<file path="src/rtl/io_port_pkg.sv">
package io_port_pkg;
  localparam int DATA_W = 8;
  localparam int IRB_W  = 6;
  localparam int B_INP  = 5;
  localparam int B_OUT  = 4;
  localparam int B_SKI  = 3;
  localparam int B_SKO  = 2;
  localparam int B_IEON = 1;
  localparam int B_IEOF = 0;

  typedef struct packed {
    logic loadIn;
    logic doInp;
    logic doOut;
    logic acceptOut;
    logic setIen;
    logic clrIen;
  } ioStrobes_t;
endpackage

</file>
<file path="src/rtl/io_port_ctrl.sv">
module io_port_ctrl
  import io_port_pkg::*;
(
  input  logic             ioStrobe,
  input  logic [IRB_W-1:0] irBits,
  input  logic             inValid,
  input  logic             outReady,
  input  logic             fgi,
  input  logic             fgo,
  output ioStrobes_t       stb,
  output logic             inReady,
  output logic             outValid,
  output logic             acLowWe,
  output logic             skipReq,
  output logic             seqClear
);
  always_comb begin
    inReady       = ~fgi;
    outValid      = ~fgo;
    stb.loadIn    = inValid & ~fgi;
    stb.acceptOut = outReady & ~fgo;
    stb.doInp     = ioStrobe & irBits[B_INP];
    stb.doOut     = ioStrobe & irBits[B_OUT];
    stb.setIen    = ioStrobe & irBits[B_IEON];
    stb.clrIen    = ioStrobe & irBits[B_IEOF];
    acLowWe       = stb.doInp;
    skipReq       = ioStrobe & ((irBits[B_SKI] & fgi) | (irBits[B_SKO] & fgo));
    seqClear      = ioStrobe;
  end
endmodule

</file>
<file path="src/rtl/io_port_dp.sv">
module io_port_dp
  import io_port_pkg::*;
(
  input  logic              clk,
  input  logic              rstN,
  input  ioStrobes_t        stb,
  input  logic [DATA_W-1:0] inData,
  input  logic [DATA_W-1:0] acLow,
  output logic [DATA_W-1:0] inByte,
  output logic [DATA_W-1:0] outByte,
  output logic              fgi,
  output logic              fgo,
  output logic              ien
);
  always_ff @(posedge clk) begin
    if (!rstN) begin
      inByte  <= '0;
      outByte <= '0;
      fgi     <= 1'b0;
      fgo     <= 1'b1;
      ien     <= 1'b0;
    end else begin
      if (stb.loadIn) inByte <= inData;
      if (stb.loadIn)     fgi <= 1'b1;
      else if (stb.doInp) fgi <= 1'b0;
      if (stb.doOut) begin
        outByte <= acLow;
        fgo     <= 1'b0;
      end else if (stb.acceptOut) begin
        fgo     <= 1'b1;
      end
      if (stb.clrIen)      ien <= 1'b0;
      else if (stb.setIen) ien <= 1'b1;
    end
  end
endmodule

</file>
<file path="src/rtl/io_port.sv">
module io_port
  import io_port_pkg::*;
(
  input  logic              clk,
  input  logic              rstN,
  input  logic              ioStrobe,
  input  logic [IRB_W-1:0]  irBits,
  input  logic [DATA_W-1:0] acLow,
  output logic [DATA_W-1:0] acLowNew,
  output logic              acLowWe,
  output logic              skipReq,
  output logic              seqClear,
  input  logic [DATA_W-1:0] inData,
  input  logic              inValid,
  output logic              inReady,
  output logic [DATA_W-1:0] outData,
  output logic              outValid,
  input  logic              outReady,
  output logic              intEnable
);
  ioStrobes_t        stb;
  logic              fgi, fgo;
  logic [DATA_W-1:0] inByte;

  io_port_ctrl u_ctrl (
    .ioStrobe(ioStrobe), .irBits(irBits), .inValid(inValid),
    .outReady(outReady), .fgi(fgi), .fgo(fgo), .stb(stb),
    .inReady(inReady), .outValid(outValid), .acLowWe(acLowWe),
    .skipReq(skipReq), .seqClear(seqClear)
  );

  io_port_dp u_dp (
    .clk(clk), .rstN(rstN), .stb(stb), .inData(inData), .acLow(acLow),
    .inByte(inByte), .outByte(outData), .fgi(fgi), .fgo(fgo), .ien(intEnable)
  );

  assign acLowNew = inByte;
endmodule

</file>
<file path="config.mk">
export PLATFORM = sky130hd
export DESIGN_NAME = io_port
export DESIGN_NICKNAME = d
export VERILOG_FILES = /design/src/rtl/io_port_pkg.sv /design/src/rtl/io_port_ctrl.sv /design/src/rtl/io_port_dp.sv /design/src/rtl/io_port.sv
export SDC_FILE = /design/constraint.sdc
export NUM_CORES = 1
export LEC_CHECK = 0
export BUFFER_PORTS_ARGS = -buffer_cell sky130_fd_sc_hd__buf_2
export CAP_MARGIN = 20
export CORE_ASPECT_RATIO = 0.6
export CORE_MARGIN = 8
export CORE_UTILIZATION = 37
export CTS_CLUSTER_DIAMETER = 80
export DETAILED_ROUTE_END_ITERATION = 12
export GPL_TIMING_DRIVEN = 0
export PLACE_DENSITY_LB_ADDON = 0.05
export SYNTH_ARGS = -nofsm -noshare
export SYNTH_HDL_FRONTEND = slang
export SYNTH_SLANG_ARGS = --single-unit
</file>
<file path="constraint.sdc">
create_clock -name clk -period 0.85 [get_ports clk]
set_input_delay 0.0425 -clock clk [delete_from_list [all_inputs] [get_ports clk]]
set_output_delay 0.0425 -clock clk [all_outputs]
set_load 0.01 [all_outputs]
</file>
==> impl_metrics.ini <==
[run_status]
status = finished with violations
violations = setup timing

[timing]
fin_ws_ns = -0.112
fin_crit_sh_pct = 113
period_needed_ns = 0.962
hold_slack_ns = 0.0168
hold_violations = 0
setup_viol = 10
fmax_mhz = 1040
maxSlewHeadroom_pct = 86.0
finalClockSkew_ns = 0.00276
fin_setup_tns_ns = -0.478
worst_slew_pin_slew_ns = 0.210
rsz0062_at_grt = yes
report.final.slew_viol_count = 0

[power_and_ir_drop]
peakVddDrop_mv = 0.966
power_density_nw_per_um2 = 1660
p_leak_nw = 0.580

[critical_path]
crit_arrival_ns = 0.92
crit_fanout = 3
cp_cell_sequence = a22oi_2 -> nor2b_1 -> buf_2
setup.worst_path.start_class = flop
path_class = flop to primary output
crit_required_ns = 0.81
endpoint_kind = primary output
path_delay_family = flip-flops
critPathSlowestCell = dfxtp_2
critical-path-max-stage-delay_ns = 0.33
cp_num_buf_inv = 1

[floorplanning]
die_w_um = 76.8
num_io_pins = 49
core_um2 = 2130
start_util_pct = 38.5
dieHeight_um = 52.5
die-area_um2 = 4030
num_rows = 13

[routing]
drt-total-wl_mm = 2.27
drc = 0
ant_nets = 0
wl_per_cell_um = 13.2
drt-initial-drc-count = 31
drt_first_pass_iters = 2
vias_per_cell = 4.60
via_count = 792

[place]
port-buffer-count = 46
gp_congestion = 0.634
dp_hpwl_mm = 1.78

[grt]
grt-ovfl-total = 0
grt_pass1_wl_mm = 3.91
grt_max_degree = 11
grt_pass1_vias = 860
antenna_found_initial = 0
gr-usage-all-layers_pct = 12.1

[clock_network]
clk_path_buf_depth = 2
cts_sinks = 19
clk_pin_slew_ns = 0.07
root_buffer = clkbuf_8
clk-insertion-delay-late_ns = 0.25
cts_buffers = 3
htreeDepth = 1
tritoncts = done

[layout]
drive_above_1_share_pct = 51.4
nets = 170
n_antenna_cell = 0
synthToLayoutAreaGrowth_pct = 42.4
final_util_pct = 54.8

[logic_synthesis]
synthSimpleGateAreaFrac_pct = 20.9
syn_nets = 117
synthAdderAreaFrac_pct = 0
synth_area_leaders = dfxtp_1, nand2_1, mux2i_1
synth-seq-cells = 19
yosysTopAreaCell = dfxtp_1
synthXorXnorAreaFrac_pct = 0
synthFlopType = dfxtp_1
synthCells = 90
yosys.area.top_type_share_pct = 46.4
syn_area_um2 = 820
synth_top_family_by_area = simple AND/OR/NAND/NOR gates
yosys_warnings = 0
muxShareOfSynthArea_pct = 9.77
synthDistinctLibCells = 17
synth_compound_area_share_pct = 13.3
synthMostInstantiatedCell = nand2_1
yosysSeqAreaShare_pct = 46.4
synth_common_cells = nand2_1, dfxtp_1, o21ai_2
synth_edf_count = 0
syn_avg_cell_area_um2 = 9.11
ys_async_sr_fraction_pct = 0

[worst_hold_path]
hp-class = input port to flop

[run]
drv_cap = 0
cells by family after synthesis:
family                 count (synthesis)
and+or+nand+nor                       37
muxes                                  8
DFF                                   19
AOI/OAI and AO/OA                     14
buffers and inverters                 12
power breakdown:
group,switching [W],internal (W),total [W]
logic,0.000178,0.000174,0.000352
clock network,0.000281,0.000333,0.000614
registers,0.0000260,0.000945,0.000971
cells in the final DEF, fill, tap and decap left out, types with 2 or more instances in the layout:
master    count
clkbuf_8      3
mux2i_1       8
a21oi_1       2
dfxtp_2       2
nand2_1      24
inv_1         2
nand4_1       8
buf_2        48
o21ai_2       9
buf_4         4
buf_6         4
dfxtp_1      17
nor2b_1       2
registers in the layout, indices dropped and copies added (netlist names):
name and flops:
u_dp.fgi 1, u_dp.fgo 1, u_dp.ien 1, u_dp.inByte 8, u_dp.outByte 8
timing repair:
item | in CTS | in global routing
buffers inserted | 1 | 0
resized for setup | 1 | 6
endpoints found under the hold margin | 1 | 0
endpoints found under the setup margin | 10 | 11
hold buffers | 1 | 0
worst register-to-register path: cells and delay by family, from the launching register on:
kind | cells | cell delay, ns
buf+inv | 1 | 0.17
flops | 1 | 0.33
mux | 1 | 0.19
simple gates | 1 | 0.13
final cells by class:
cell class                 instances  area (um2)
sequential                        19         383
clock buffer                       4        45.0
multi-input combinational         59         365
tap                               30        37.5
fill                             210         963
timing repair buffer              48         254
inverter                           3        11.3
buffer                             9        71.3
metal layers:
metal	up-vias	routed length (um)	global-route usage (%)	part of all wire (%)
li1	405	-	-	-
met2	28	1080	20.6	47
met4	0	19	4.75	0.84
met1	357	1010	13.4	44
met5	-	0	0	0
met3	2	163	5.14	7.2
path summary, 6_finish.rpt:
check | start | to | slack (ns) | depth (start not counted)
worst max-delay path | u_dp.fgi | skipReq | -0.11 | 3
worst min-delay path | outReady | u_dp.fgo | 0.02 | 3
worst max register to register | u_dp.fgi | u_dp.inByte[0] | -0.04 | 3
worst min register to register | u_dp.outByte[1] | u_dp.outByte[1] | 0.45 | 2
through the flow:
step	instances	cell area [um2]	total power, W	setup WS, ns
final	172	1170	0.00194	-0.112
after global routing	172	1170	0.00207	-0.171
after CTS	172	1150	0.00197	-0.145
after detailed placement	166	1090	0.00133	-0.0628
after global placement	166	1090	0.00132	-0.0381
after floorplan	90	820	0.00118	0.0185
Note: power is estimated with default switching activity, not from simulation.
